**src/rtl/bcd_adj_pkg.sv**
```systemverilog
package bcd_adj_pkg;

    localparam int unsigned ACC_W   = 16;
    localparam int unsigned BYTE_W  = ACC_W / 2;
    localparam int unsigned NIB_W   = 4;
    localparam int unsigned OPC_W   = 8;

    localparam logic [OPC_W-1:0]  OPC_ADJ     = 8'h3F;
    localparam logic [NIB_W-1:0]  NIB_MAX_DEC = 4'd9;
    localparam logic [ACC_W-1:0]  DEC_FIX     = 16'd6;

    typedef struct packed {
        logic [ACC_W-1:0] acc;
        logic             cf;
        logic             af;
    } adj_res_t;

    typedef struct packed {
        logic ovf;
        logic sign;
        logic zero;
        logic par;
    } aux_flags_t;

    typedef enum logic [1:0] {
        ISS_IDLE  = 2'd0,
        ISS_EXEC  = 2'd1,
        ISS_FAULT = 2'd2
    } issue_kind_t;

    function automatic logic needs_fix(input logic [NIB_W-1:0] nib, input logic af);
        return (nib > NIB_MAX_DEC) || af;
    endfunction

    function automatic logic even_par(input logic [BYTE_W-1:0] b);
        return ~(^b);
    endfunction

endpackage

```
**src/rtl/bcd_adj_decode.sv**
```systemverilog
module bcd_adj_decode
    import bcd_adj_pkg::*;
(
    input  logic             op_valid,
    input  logic [OPC_W-1:0] op_code,
    input  logic             long_mode,
    input  logic             lock_pfx,
    output issue_kind_t      kind
);
    logic hit;
    logic illegal;

    assign hit     = op_valid && (op_code == OPC_ADJ);
    assign illegal = long_mode || lock_pfx;

    always_comb begin
        kind = ISS_IDLE;
        if (hit) begin
            kind = illegal ? ISS_FAULT : ISS_EXEC;
        end
    end
endmodule

```
**src/rtl/bcd_adj_core.sv**
```systemverilog
module bcd_adj_core
    import bcd_adj_pkg::*;
(
    input  logic [ACC_W-1:0] acc_in,
    input  logic             aux_in,
    output adj_res_t         res
);
    logic              fix;
    logic [ACC_W-1:0]  less6;
    logic [BYTE_W-1:0] hi_fixed;
    logic [BYTE_W-1:0] hi_sel;
    logic [NIB_W-1:0]  lo_sel;

    assign fix      = needs_fix(acc_in[NIB_W-1:0], aux_in);
    assign less6    = acc_in - DEC_FIX;
    assign hi_fixed = less6[ACC_W-1:BYTE_W] - {{(BYTE_W-1){1'b0}}, 1'b1};

    always_comb begin
        if (fix) begin
            hi_sel = hi_fixed;
            lo_sel = less6[NIB_W-1:0];
        end else begin
            hi_sel = acc_in[ACC_W-1:BYTE_W];
            lo_sel = acc_in[NIB_W-1:0];
        end
        res.acc = {hi_sel, {(BYTE_W-NIB_W){1'b0}}, lo_sel};
        res.cf  = fix;
        res.af  = fix;
    end
endmodule

```
**src/rtl/bcd_adj_flags.sv**
```systemverilog
module bcd_adj_flags
    import bcd_adj_pkg::*;
(
    input  logic [BYTE_W-1:0] lo_byte,
    output aux_flags_t        flg
);
    always_comb begin
        flg.ovf  = 1'b0;
        flg.sign = lo_byte[BYTE_W-1];
        flg.zero = (lo_byte == '0);
        flg.par  = even_par(lo_byte);
    end
endmodule

```
**src/rtl/bcd_sub_adjust.sv**
```systemverilog
module bcd_sub_adjust
    import bcd_adj_pkg::*;
(
    input  logic        clk,
    input  logic        rst,
    input  logic        op_valid,
    input  logic [7:0]  op_code,
    input  logic [15:0] acc_in,
    input  logic        aux_in,
    input  logic        long_mode,
    input  logic        lock_pfx,
    output logic        res_valid,
    output logic [15:0] acc_out,
    output logic        carry_out,
    output logic        aux_out,
    output logic        ovf_out,
    output logic        sign_out,
    output logic        zero_out,
    output logic        parity_out,
    output logic        ud_exc
);
    issue_kind_t kind;
    adj_res_t    nxt_res;
    aux_flags_t  nxt_flg;
    adj_res_t    res_q;
    aux_flags_t  flg_q;

    bcd_adj_decode u_dec (
        .op_valid  (op_valid),
        .op_code   (op_code),
        .long_mode (long_mode),
        .lock_pfx  (lock_pfx),
        .kind      (kind)
    );

    bcd_adj_core u_core (
        .acc_in (acc_in),
        .aux_in (aux_in),
        .res    (nxt_res)
    );

    bcd_adj_flags u_flg (
        .lo_byte (nxt_res.acc[BYTE_W-1:0]),
        .flg     (nxt_flg)
    );

    always_ff @(posedge clk) begin
        if (rst) begin
            res_valid <= 1'b0;
            ud_exc    <= 1'b0;
            res_q     <= '0;
            flg_q     <= '0;
        end else begin
            res_valid <= (kind == ISS_EXEC);
            ud_exc    <= (kind == ISS_FAULT);
            if (kind == ISS_EXEC) begin
                res_q <= nxt_res;
                flg_q <= nxt_flg;
            end
        end
    end

    assign acc_out    = res_q.acc;
    assign carry_out  = res_q.cf;
    assign aux_out    = res_q.af;
    assign ovf_out    = flg_q.ovf;
    assign sign_out   = flg_q.sign;
    assign zero_out   = flg_q.zero;
    assign parity_out = flg_q.par;


    excl_out_chk: assert property (@(posedge clk) disable iff (rst)
        !(res_valid && ud_exc));


    res_after_strobe_chk: assert property (@(posedge clk) disable iff (rst)
        res_valid |-> $past(op_valid));


    exc_after_strobe_chk: assert property (@(posedge clk) disable iff (rst)
        ud_exc |-> $past(op_valid) && ($past(long_mode) || $past(lock_pfx)));


    flags_agree_chk: assert property (@(posedge clk) disable iff (rst)
        res_valid |-> (carry_out == aux_out));


    top_nib_clear_chk: assert property (@(posedge clk) disable iff (rst)
        res_valid |-> (acc_out[7:4] == 4'h0));


    zero_flag_chk: assert property (@(posedge clk) disable iff (rst)
        res_valid |-> (zero_out == (acc_out[7:0] == 8'h00)) && !ovf_out);


    no_fix_hi_chk: assert property (@(posedge clk) disable iff (rst)
        (res_valid && !carry_out) |-> (acc_out[15:8] == $past(acc_in[15:8])));


    hold_on_exc_chk: assert property (@(posedge clk) disable iff (rst)
        (!res_valid && !$past(rst)) |-> $stable(acc_out) && $stable(carry_out));

endmodule

```
**config.mk**
```make
export PLATFORM = sky130hd
export DESIGN_NAME = bcd_sub_adjust
export DESIGN_NICKNAME = d
export VERILOG_FILES = /design/src/rtl/bcd_adj_pkg.sv /design/src/rtl/bcd_adj_decode.sv /design/src/rtl/bcd_adj_core.sv /design/src/rtl/bcd_adj_flags.sv /design/src/rtl/bcd_sub_adjust.sv
export SDC_FILE = /design/constraint.sdc
export NUM_CORES = 1
export LEC_CHECK = 0
export CAP_MARGIN = 20
export CORE_AREA = 3 3 54 56
export DETAILED_ROUTE_END_ITERATION = 16
export DIE_AREA = 0 0 57 59
export DONT_BUFFER_PORTS = 1
export PLACE_DENSITY = 0.71
export SETUP_SLACK_MARGIN = 0.05
export SYNTH_ARGS = -nofsm -noshare
export SYNTH_HDL_FRONTEND = slang
export SYNTH_SLANG_ARGS = --single-unit
```
**constraint.sdc**
```tcl
create_clock -name clk -period 4.08 [get_ports clk]
set_input_delay 0.204 -clock clk [delete_from_list [all_inputs] [get_ports clk]]
set_output_delay 0.204 -clock clk [all_outputs]
set_load 0.005 [all_outputs]
```
* Word-level counts from Yosys, hierarchy flattened
Index checks and enable logic that the tools add are counted.
Word-level totals: flip-flop bits (word level) 17, latch bits 0, RAM bits 0, ROM bits 0, input bits 30, output and inout bits 24, logic and storage cells 22, memories kept 0
Operators by class: $add $sub $neg 2, $mul 0, div/mod/pow operators 0, magnitude comparators 1, eq/ne operators 3, shift operators 0, multiplexer cells 4, bitwise gates (word level) 1, reductions and logical operators 5
Operators by type and width (count):
- $sub A16 B3 Y16 const B | 1
- $eq A8 B6 Y1 const B | 1
- $logic_not A8 Y1 | 1
- $mux W8 | 1
- $reduce_xor A8 Y1 | 1
- $sub A8 B1 Y8 const B | 1
- $gt A4 B4 Y1 const B | 1
- $mux W2 | 2
- $mux W4 | 1
- $eq A2 B1 Y1 const B | 1
- $eq A2 B2 Y1 const B | 1
- $logic_or A1 B1 Y1 | 2
- $logic_and A1 B1 Y1 | 1
- $not A1 Y1 | 1

* Logic depth before layout (Yosys ltp)
Gate-level depths: netlist of run 1.
depth in word-level cells 5, depth in mapped cells 12, depth with buffers taken out 11

* Modules after synthesis
Synthesis of run 1 repeated with hierarchy kept, for this count alone.
Second synthesis, totals: cell total of the unflattened synthesis 221, area, all modules 1911.8 sq um
By module, submodules not included:
- bcd_sub_adjust | times used 1, cells an instance 104, area an instance 1097.3 sq um, seq. area each 480.5 sq um
- bcd_adj_core | times used 1, cells an instance 91, area an instance 624.3 sq um, seq. area each 0.0 sq um
- bcd_adj_flags | times used 1, cells an instance 19, area an instance 133.9 sq um, seq. area each 0.0 sq um
- bcd_adj_decode | times used 1, cells an instance 7, area an instance 56.3 sq um, seq. area each 0.0 sq um

* Worst setup path after synthesis of run 1
No wires, ideal clock.
path kind input port to flip-flop, start in acc_in[3], end reg res_q, in the netlist acc_out[12], setup time 128 ps, arrival time 2046 ps, required time 3952 ps, slack 1906 ps, stages on the path 12, buffers on the path 1, path through buf_6 -> nor3_4 -> nand2_1 -> or3_1 -> xor2_1 -> ha_1 -> nand2b_1 -> o21ai_0 -> o311ai_1 -> a21oi_1 -> xnor2_1 -> o31ai_1
On the way: longest elaborated chain between the ends 3, elaborated cells on any way between the ends 5, those cells by class 2 x add/sub; 1 x order compare; 1 x mux; 1 x reduce/logical
Ends and longest elaborated chain:
- start: declaration | line bcd_sub_adjust.sv:8 | input logic [15:0] acc_in,
- $sub A16 B3 Y16 / $gt A4 B4 Y1 (equally long branches) | line bcd_adj_core.sv:15, bcd_adj_pkg.sv:32
- $sub A8 B1 Y8 / $logic_or A1 B1 Y1 (equally long branches) | line bcd_adj_core.sv:16, bcd_adj_pkg.sv:32
- $mux W8 * | line bcd_adj_core.sv:19 | if (fix) begin
- end signal: assignment | line bcd_sub_adjust.sv:57 | res_q <= nxt_res;
- end: declaration | line bcd_sub_adjust.sv:25 | adj_res_t res_q;
Mark *: on every way between the ends. The rest lies on a longest branch, timed or not. A chain may end at the register's enable or synchronous reset.

* Worst setup path in the final report of run 1
start in acc_in[5], end reg res_q, in the netlist acc_out[12]
On the way: longest elaborated chain between the ends 3
Ends and longest elaborated chain:
- $sub A16 B3 Y16 | line bcd_adj_core.sv:15 | assign less6 = acc_in - DEC_FIX;
- $sub A8 B1 Y8 | line bcd_adj_core.sv:16 | assign hi_fixed = less6[ACC_W-1:BYTE_W] - {{(BYTE_W-1){1'b0}}, 1'b1};
- $mux W8 | line bcd_adj_core.sv:19
Every way passes these cells.

==> results of run 1 <==
registers in the layout (all words and copies together) (netlist names):
name / count
parity_out: 1
aux_out: 1
zero_out: 1
ud_exc: 1
acc_out: 12
res_valid: 1
metrics by stage:
step	area [µm²]	power (W)
final	1454	0.0003169
after global routing	1454	0.0003307
after CTS	1444	0.0003162
after detailed placement	1408	0.0002272
after global placement	1400	0.0002253
after floorplan	1469	0.0002312
cell usage after synthesis (4+ instances only):
library cell | number | share of area, %
inv_1 | 4 | 1.0
clkbuf_1 | 4 | 1.0
buf_4 | 8 | 4.1
nand4_1 | 7 | 3.0
xnor2_1 | 8 | 4.8
nor2_1 | 17 | 4.4
ha_1 | 4 | 3.5
nand2_1 | 16 | 4.1
mux2i_1 | 4 | 2.8
o21ai_0 | 4 | 1.4
a21oi_1 | 11 | 3.8
nand3_1 | 5 | 1.7
dfxtp_1 | 17 | 23
xor2_1 | 5 | 3.0
nand2b_1 | 4 | 1.7
power groups by stage:
stage | Sequential (W) | Combinational [W] | Clock, W
2_1_floorplan | 0.000170 | 0.0000614 | 0
3_3_place_gp | 0.000170 | 0.0000555 | 0
3_5_place_dp | 0.000170 | 0.0000574 | 0
4_1_cts | 0.000166 | 0.0000595 | 0.0000908
5_1_grt | 0.000166 | 0.0000677 | 0.0000970
6_report | 0.000166 | 0.0000607 | 0.0000903
layout make-up:
type / count / area share (%)
inverter: 5 / 1.291
sequential: 17 / 23.41
tap: 30 / 2.582
clock buffer: 4 / 1.807
multi-input combinational: 146 / 69.02
timing repair buffer: 3 / 1.893
worst min-delay path by stage:
| stage | cells after the start | end | slack [ps] | startpoint |
|---|---|---|---|---|
| floorplan | 1 | res_valid$_SDFF_PP0_ | 310 | long_mode |
| global placement | 1 | parity_out$_SDFFE_PP0P_ | 280 | rst |
| detailed placement | 1 | aux_out$_SDFFE_PP0P_ | 280 | rst |
| CTS | 1 | acc_out[14]$_SDFFE_PP0P_ | 4 | rst |
| global route | 1 | acc_out[15]$_SDFFE_PP0P_ | 1 | rst |
| finish | 1 | acc_out[15]$_SDFFE_PP0P_ | 20 | rst |
cells in the final DEF, fill, tap and decap left out, types with 2 or more instances in the layout:
| master | n |
|---|---|
| nor3_1 | 2 |
| or3_1 | 3 |
| a21oi_1 | 11 |
| a2bb2oi_1 | 2 |
| conb_1 | 6 |
| nor2_1 | 17 |
| inv_1 | 4 |
| nor4_1 | 2 |
| o31ai_1 | 2 |
| mux2i_1 | 4 |
| o311ai_1 | 2 |
| o21ai_0 | 4 |
| dfxtp_1 | 17 |
| dlygate4sd3_1 | 2 |
| nand3_1 | 5 |
| o21ai_1 | 2 |
| clkbuf_4 | 3 |
| xor2_1 | 5 |
| nand4_1 | 7 |
| o211ai_1 | 2 |
| nand2b_1 | 4 |
| nor4_4 | 2 |
| nor4b_2 | 2 |
| ha_1 | 4 |
| a31oi_1 | 3 |
| xnor2_1 | 8 |
| a211o_1 | 2 |
| and3_1 | 3 |
| nand2_1 | 16 |
| a211oi_1 | 3 |
| or2_2 | 2 |
what timing repair did:
item / 4_1_cts / 5_1_grt
buffers inserted: 0 / 0
gates resized for setup: 0 / 0
endpoints found under the hold margin: 9 / 2
hold buffers: 1 / 1
cells by family (layout without fill, tap and decap cells):
kind of cell    count (synthesis)  count (layout)  synth area share [%]
fa+ha+maj                       4               4                 3.451
compound gates                 41              41                 19.76
flops                          17              17                 23.47
mux                             5               5                 3.538
xor+xnor                       13              13                 7.852
buf+inv                        21              12                 8.627
other cells                     1               6                0.2586
simple gates                   77              77                 33.05
metal layers:
layer	global-route usage, %	up-vias	wire [µm]
li1	-	638	-
met1	24.97	615	1434
met2	34.26	42	1641
met3	1.743	4	214
met4	7.947	0	42
met5	0	-	0
==> flow_summary.ini, run 1 <==
[power]
powerDensity_nw_per_um2 = 218.0
switching_share_pct = 26.81
intPower_w = 0.0002319
combPwrFrac_pct = 19.1
switchingPower_w = 0.00008496
max-vdd-ir-drop_mv = 0.1478
seq_power_share_pct = 52.4
power_frac_clock_pct = 28.5
p_leak_nw = 0.5201

[placed_design]
dp_cells = 199
io_buffers = 0
gp_congestion = 0.8912
dp_hpwl_um = 2580
post-place-ws_ps = 1752

[hold_path]
hp-class = in2reg

[logic_synthesis]
syn_avg_cell_area_um2 = 8.101
ys_types = 56
syn_inst = 179
synth_ff_type = dfxtp_1
synth_seq_area_share_pct = 23.47
synth_area_um2 = 1450
ys_async_sr_fraction_pct = 0
ys_warn_count = 0
synth_edf_count = 0
yosys_register_bits = 17

[setup_path]
worstPathCellList = nor2_1, nand2_1, or3_1, xor2_1, ha_1, nand2b_1, o21ai_0, o311ai_1, a21oi_1, xnor2_1, o31ai_1
r2r-end = acc_out[15]$_SDFFE_PP0P_
crit_required_ps = 4280
critical-path-max-stage-delay_ps = 360
cp_max_fo = 8
slowest_stage = nor2_1
critPathArrivalTime_ps = 2250
crit_path_end = acc_out[12]$_SDFFE_PP0P_
cp_top_family = simple AND/OR/NAND/NOR gates
cp-startpoint = acc_in[5]
worstSetupPathType = in2reg
cp_num_buf_inv = 0
cp.depth = 11
reg2reg_slack_ps = 2930
cp-start-kind = input port
crit_path_end_kind = register
reg2reg_depth = 3
crit-reg2reg-launch = acc_out[15]$_SDFFE_PP0P_

[global_routing]
track_usage_pct = 19.62
gr-total-overflow = 0
grt_max_degree = 15
grt_pass1_vias = 1202
antenna_found_initial = 0
grt_pass1_wl_um = 5306

[drt]
wl_per_cell_um = 16.25
ant_nets = 0
first_pass_iters = 4
routed_wl_um = 3332
drcViolationCount = 0
vias = 1299
avgViaCountPerCell = 6.337
drt_iter0_markers = 50

[timing]
fin_crit_ps = 2052
relSlewSlack_pct = 62.20
finalWorstSetupSlack_ps = 2028
hold_slack_ps = 16.12
rsz0062_at_grt = no
period_share_pct = 50.28
maxSlewViolCount = 0
worst_pin_slew_ps = 565.8
hold_violations = 0
fmax_mhz = 487.4
finalSetupTns_ps = 0
clock-skew-final_ps = 0
setup_viol = 0

[layout]
fin_cells = 205
drive_above_1_share_pct = 9.714
multi_input_area_um2 = 1003
num-nets-final = 210
syn_to_final_growth_pct = 0.2585
n_antenna_cell = 0
regArea_um2 = 340.3
post-route-util_pct = 58.69
fill_cells = 249

[cts]
clock_latency_ps = 290
path_clk_slew_ps = 100
clock_path_buffers = 2
h-tree-depth = 1
cts_root_buf = clkbuf_4
tritoncts = yes
cts_inserted_buffers = 3
cts.sinks = 17

[flow_run]
cap_violations = 0

[die]
core_um2 = 2477
die_x_um = 57
start_util_pct = 58.54
rows = 18
die_area_um2 = 3363
boundaryPins = 54
die_y_um = 59

[outcome]
outcome = finished clean
No activity file was read; power rests on OpenSTA's default activity.
==> run 2, diff against run 1 <==
- ABC_AREA: not set -> 1
- CORE_AREA: 3 3 54 56 -> 3 3 52 54
- DIE_AREA: 0 0 57 59 -> 0 0 55 57
- clock period: 4.08 -> 2 ns (I/O delays scaled with it)
==> run 2 against run 1 <==
Compared with the run above: global-route usage up 2.0 points; combinational power rose by 120%; clock skew unchanged; sequential share of layout area increased by 0.60 points; core utilization rose by 4.2 points; first-iteration DRC count fell by 20%; worst setup slack worse by 1800 ps; clock power grew 110%; total power grew 110%; routed wire length fell by 3.6%; hold slack better by 0.78 ps; sequential cell count unchanged; highest routed layer is now met3.
==> flow_summary.ini, run 2 <==
[setup_path]
crit_required_ps = 2200
reg2reg_slack_ps = 1180
crit_path_end_kind = register
cp-start-kind = input port
slowest_stage = dlygate4sd3_1
crit_top_cell = dlygate4sd3_1
crit_path_end = ud_exc$_SDFF_PP0_
cp_top_family = buffers and inverters
critPathArrivalTime_ps = 1970
crit-reg2reg-launch = acc_out[10]$_SDFFE_PP0P_
r2r-end = acc_out[10]$_SDFFE_PP0P_
worstPathCellList = dlygate4sd3_1, nor2_1, dlygate4sd3_1, nor2_1, dlygate4sd3_1
cp.depth = 5
cp-startpoint = long_mode
cp_max_fo = 2
worstSetupPathType = in2reg
reg2reg_depth = 3
critical-path-max-stage-delay_ps = 590
cp_num_buf_inv = 3

[hold_path]
holdPathStages = 2
hp-class = in2reg

[cts]
tritoncts = yes
cts-resized-gates = 0
h-tree-depth = 1
postCtsSetupBuffers = 0
clock_path_buffers = 2
cts_root_buf = clkbuf_4
cts_inserted_buffers = 3
ctsHoldBuffers = 6
path_clk_slew_ps = 120
cts.sinks = 17
clock_latency_ps = 280

[logic_synthesis]
ys_types = 30
syn_inst = 204
synth_ff_type = dfxtp_1
synth.most_common_cell = nand2_1
synth_edf_count = 0
synth_area_um2 = 1336
synth_seq_area_share_pct = 25.47
yosys.area.top_type = dfxtp_1
syn_avg_cell_area_um2 = 6.550
ys_warn_count = 0
yosys_register_bits = 17
ys_async_sr_fraction_pct = 0
synth_commonest_cells = 42 x nand2_1, 24 x nor2_1, 22 x inv_1, 17 x dfxtp_1, 16 x nand3_1
yosysTopAreaCellShare_pct = 25.47
synth_area_leaders = dfxtp_1 25%, nand2_1 12%, nor2_1 6.7%

[power]
max-vdd-ir-drop_mv = 0.4960
finalPower_w = 0.0006609
powerDensity_nw_per_um2 = 466.2
p_leak_nw = 0.6352

[timing]
fin_crit_ps = 1767
fmax_mhz = 565.8
hold_violations = 0
setup_viol = 0
clock-skew-final_ps = 0
rsz0062_at_grt = no
period_share_pct = 88.36
finalSetupTns_ps = 0
maxSlewViolCount = 0

[layout]
syn_to_final_growth_pct = 6.086
n_antenna_cell = 0
drive_above_1_share_pct = 16.67
fill_cells = 219
num-nets-final = 245
final_common_cell = nand2_1
layout_common_cells = 42 x nand2_1, 24 x nor2_1, 22 x inv_1, 17 x dfxtp_1, 16 x nand3_1
largest_reg_flops = 12

[global_routing]
grt_pass1_vias = 1186
gr-total-overflow = 0
track_usage_pct = 21.67
antenna_found_initial = 0
grt_pass1_wl_um = 5188
grt_max_degree = 15

[placed_design]
dp_hpwl_um = 2524
io_buffers = 0
gp_congestion = 0.8968

[flow_run]
cap_violations = 0

[drt]
avgViaCountPerCell = 5.357
first_pass_iters = 4
ant_nets = 0
wl_per_cell_um = 13.50
routed_wl_um = 3213
drt_iter0_markers = 40
vias = 1275
drcViolationCount = 0

[die]
rows = 17
die_y_um = 57
die_x_um = 55
boundaryPins = 54
start_util_pct = 59.27
die_area_um2 = 3135
core_um2 = 2255

[outcome]
outcome = finished clean
==> run 2: logic make-up after synthesis <==
logic type | share of synthesized area [%]
other | 0.2806
DFF | 25.47
AOI/OAI and AO/OA | 12.45
and+or+nand+nor | 43.35
xor gates and xnor gates | 1.311
adders and majority gates | 3.745
buffers and inverters | 12.64
muxes | 0.7491
==> run 2: area by class of cell <==
class | instances | area [µm²] | area share [%]
flip-flops and latches | 17 | 340.3 | 24.01
clock buffers | 3 | 22.52 | 1.589
inverters | 27 | 101.3 | 7.149
repair buffers | 7 | 67.56 | 4.766
clock inverters | 1 | 5.005 | 0.3530
well taps | 28 | 35.03 | 2.471
multi-input cells | 155 | 845.8 | 59.66
==> run 2: per-layer routing <==
layer / vias to the layer above / GRT usage, % / routed length (µm)
li1: 660 / - / -
met1: 566 / 29.95 / 1391
met2: 49 / 34.46 / 1529
met3: 0 / 6.266 / 292
met4: 0 / 2.083 / 0
met5: - / 0 / 0
==> run 2: power breakdown <==
| part | leakage (nW) | switching [W] | internal (W) |
|---|---|---|---|
| Clock | 0.0177 | 0.000117 | 0.0000744 |
| Combinational | 0.481 | 0.0000844 | 0.0000465 |
| Sequential | 0.137 | 0.000000139 | 0.000339 |
==> run 2: stage by stage <==
step           util (%)  worst slack (ps)  hold WS, ps  instance area (µm²)  std cells
2_1_floorplan         -             456.9        162.4                 1355        209
3_3_place_gp      58.99             384.9        163.9                 1330        228
3_5_place_dp      58.99             306.6        168.6                 1330        228
4_1_cts           62.87             313.1        21.19                 1418        238
5_1_grt           62.87             209.3        20.69                 1418        238
6_report          62.87             232.7        16.91                 1418        238
==> run 2: worst min-delay path by stage <==
| stage | startpoint | end | slack, ps |
|---|---|---|---|
| after floorplan | rst | acc_out[14]$_SDFFE_PP0P_ | 160 |
| after global placement | rst | acc_out[14]$_SDFFE_PP0P_ | 160 |
| after detailed placement | rst | acc_out[14]$_SDFFE_PP0P_ | 170 |
| after CTS | acc_in[11] | acc_out[11]$_SDFFE_PP0P_ | 20 |
| after global routing | acc_in[12] | acc_out[12]$_SDFFE_PP0P_ | 20 |
| final | acc_in[11] | acc_out[11]$_SDFFE_PP0P_ | 20 |
==> run 3, diff against run 2 <==
- ABC_AREA: 1 -> not set
- CORE_AREA: 3 3 52 54 -> 3 3 54 56
- DIE_AREA: 0 0 55 57 -> 0 0 57 59
==> run 3 against run 2 <==
Compared with the run above: first-iteration DRC count increased by 23%; hold slack got worse by 4.3 ps; design area increased by 8.6%; clock-buffer cell count unchanged; core utilization decreased by 0.70 points; final cell count decreased by 10%; worst setup slack improved by 86 ps; critical endpoint is now acc_out[14]$_SDFFE_PP0P_; largest power group unchanged; highest routed layer is now met4.
==> flow_summary.ini, run 3 (synthesis results as in run 1) <==
[timing]
hold_violations = 0
rsz0062_at_grt = no
fin_crit_ps = 1681
worst_pin_slew_ps = 594.1
relSlewSlack_pct = 60.26
finalSetupTns_ps = 0
fmax_mhz = 594.9
period_share_pct = 84.05
clock-skew-final_ps = 0
setup_viol = 0
maxSlewViolCount = 0

[global_routing]
grt_pass1_wl_um = 5754
grt_max_degree = 17
antenna_found_initial = 0
grt_pass1_vias = 1299
gr-total-overflow = 0
track_usage_pct = 20.99

[cts]
clock_latency_ps = 280
cts_inserted_buffers = 3
path_clk_slew_ps = 110
clock_path_buffers = 2
tritoncts = yes
cts.sinks = 17
h-tree-depth = 1
cts-resized-gates = 0
cts_root_buf = clkbuf_4

[hold_path]
hp-class = in2reg
hold_start = rst

[setup_path]
critical-path-max-stage-delay_ps = 560
reg2reg_slack_ps = 860
slowest_stage = dlygate4sd3_1
cp_num_buf_inv = 2
critPathArrivalTime_ps = 1920
crit_path_end_kind = register
cp_max_fo = 13
crit_required_ps = 2240
cp-startpoint = long_mode
worstPathCellList = dlygate4sd3_1, nor2_1, nor4b_2, buf_4, nand2_1, and4b_1, mux2i_1, o21ai_1
cp_top_family = simple AND/OR/NAND/NOR gates
worstSetupPathType = in2reg
crit-reg2reg-launch = acc_out[15]$_SDFFE_PP0P_
cp-start-kind = input port

[drt]
routed_wl_um = 3444
avgViaCountPerCell = 6.220
ant_nets = 0
vias = 1331
wl_per_cell_um = 16.09
drcViolationCount = 0
first_pass_iters = 4
drt_iter0_markers = 49

[placed_design]
dp_hpwl_um = 2619
io_buffers = 0
gp_congestion = 0.9690

[die]
rows = 18
die_area_um2 = 3363
die_y_um = 59
boundaryPins = 54
die_x_um = 57
start_util_pct = 58.54
core_um2 = 2477

[layout]
regArea_um2 = 340.3
multi_input_area_um2 = 1006
largest_reg_flops = 12
post-route-util_pct = 62.17
n_antenna_cell = 0
drive_above_1_share_pct = 12.50
num-nets-final = 219
fill_cells = 221
layout_common_cells = 17 x nor2_1, 17 x dfxtp_1, 16 x nand2_1, 11 x a21oi_1, 8 x xnor2_1
syn_to_final_growth_pct = 6.212

[flow_run]
cap_violations = 0

[power]
max-vdd-ir-drop_mv = 0.3012
powerDensity_nw_per_um2 = 435.3
p_leak_nw = 0.5603
finalPower_w = 0.0006704

[outcome]
outcome = finished clean
[run 3: cell count changes in the layout (fill, tap and decap cells not counted), sizes merged, moves of 4 or more]
cell	delta
nand3	-13
nor4	+4
nand2b	+4
nand2	-34
buf	+4
xnor2	+8
inv	-22
nor2	-18
[run 3: final timing paths]
check,cells past startpoint,end
hold / removal,2,acc_out[3]$_SDFFE_PP0P_
hold reg to reg,2,acc_out[0]$_SDFFE_PP0P_
setup / recovery,8,acc_out[14]$_SDFFE_PP0P_
setup reg to reg,3,acc_out[15]$_SDFFE_PP0P_
[run 3: report_power, final]
group / switching (W) / internal, W
logic: 0.0000714 / 0.0000691
registers: 0.000000121 / 0.000339
clock network: 0.000115 / 0.0000760
total: 0.000187 / 0.000484
[run 3: cell type report]
cell class | instances | share of cell area, %
timing repair buffer | 12 | 6.986
clock buffer | 3 | 1.462
tap | 30 | 2.437
inverter | 5 | 1.219
clock inverter | 1 | 0.4874
multi-input combinational | 146 | 65.31
sequential | 17 | 22.10
[run 3: timing repair]
action | in CTS | in global routing
setup buffers | 0 | 0
hold endpoints to repair | 14 | 0
hold buffers | 7 | 0
[run 3: per-layer routing]
| metal | share of wire [%] | global-route usage (%) | vias to the layer above |
|---|---|---|---|
| li1 | - | - | 656 |
| met1 | 42 | 26.93 | 611 |
| met2 | 49 | 34.42 | 56 |
| met3 | 7.9 | 3.268 | 8 |
| met4 | 1.9 | 10.26 | 0 |
| met5 | 0 | 0 | - |
[run 3: per-stage QoR]
step	worst slack [ps]	cell area, µm²	cells	hold WS [ps]
finish	318.9	1540	214	12.58
CTS	321.8	1540	214	6.463
detailed placement	50.50	1440	203	177.0
global placement	71.62	1440	203	171.4
floorplan	17.40	1471	184	201.6
global route	90.10	1540	214	10.50
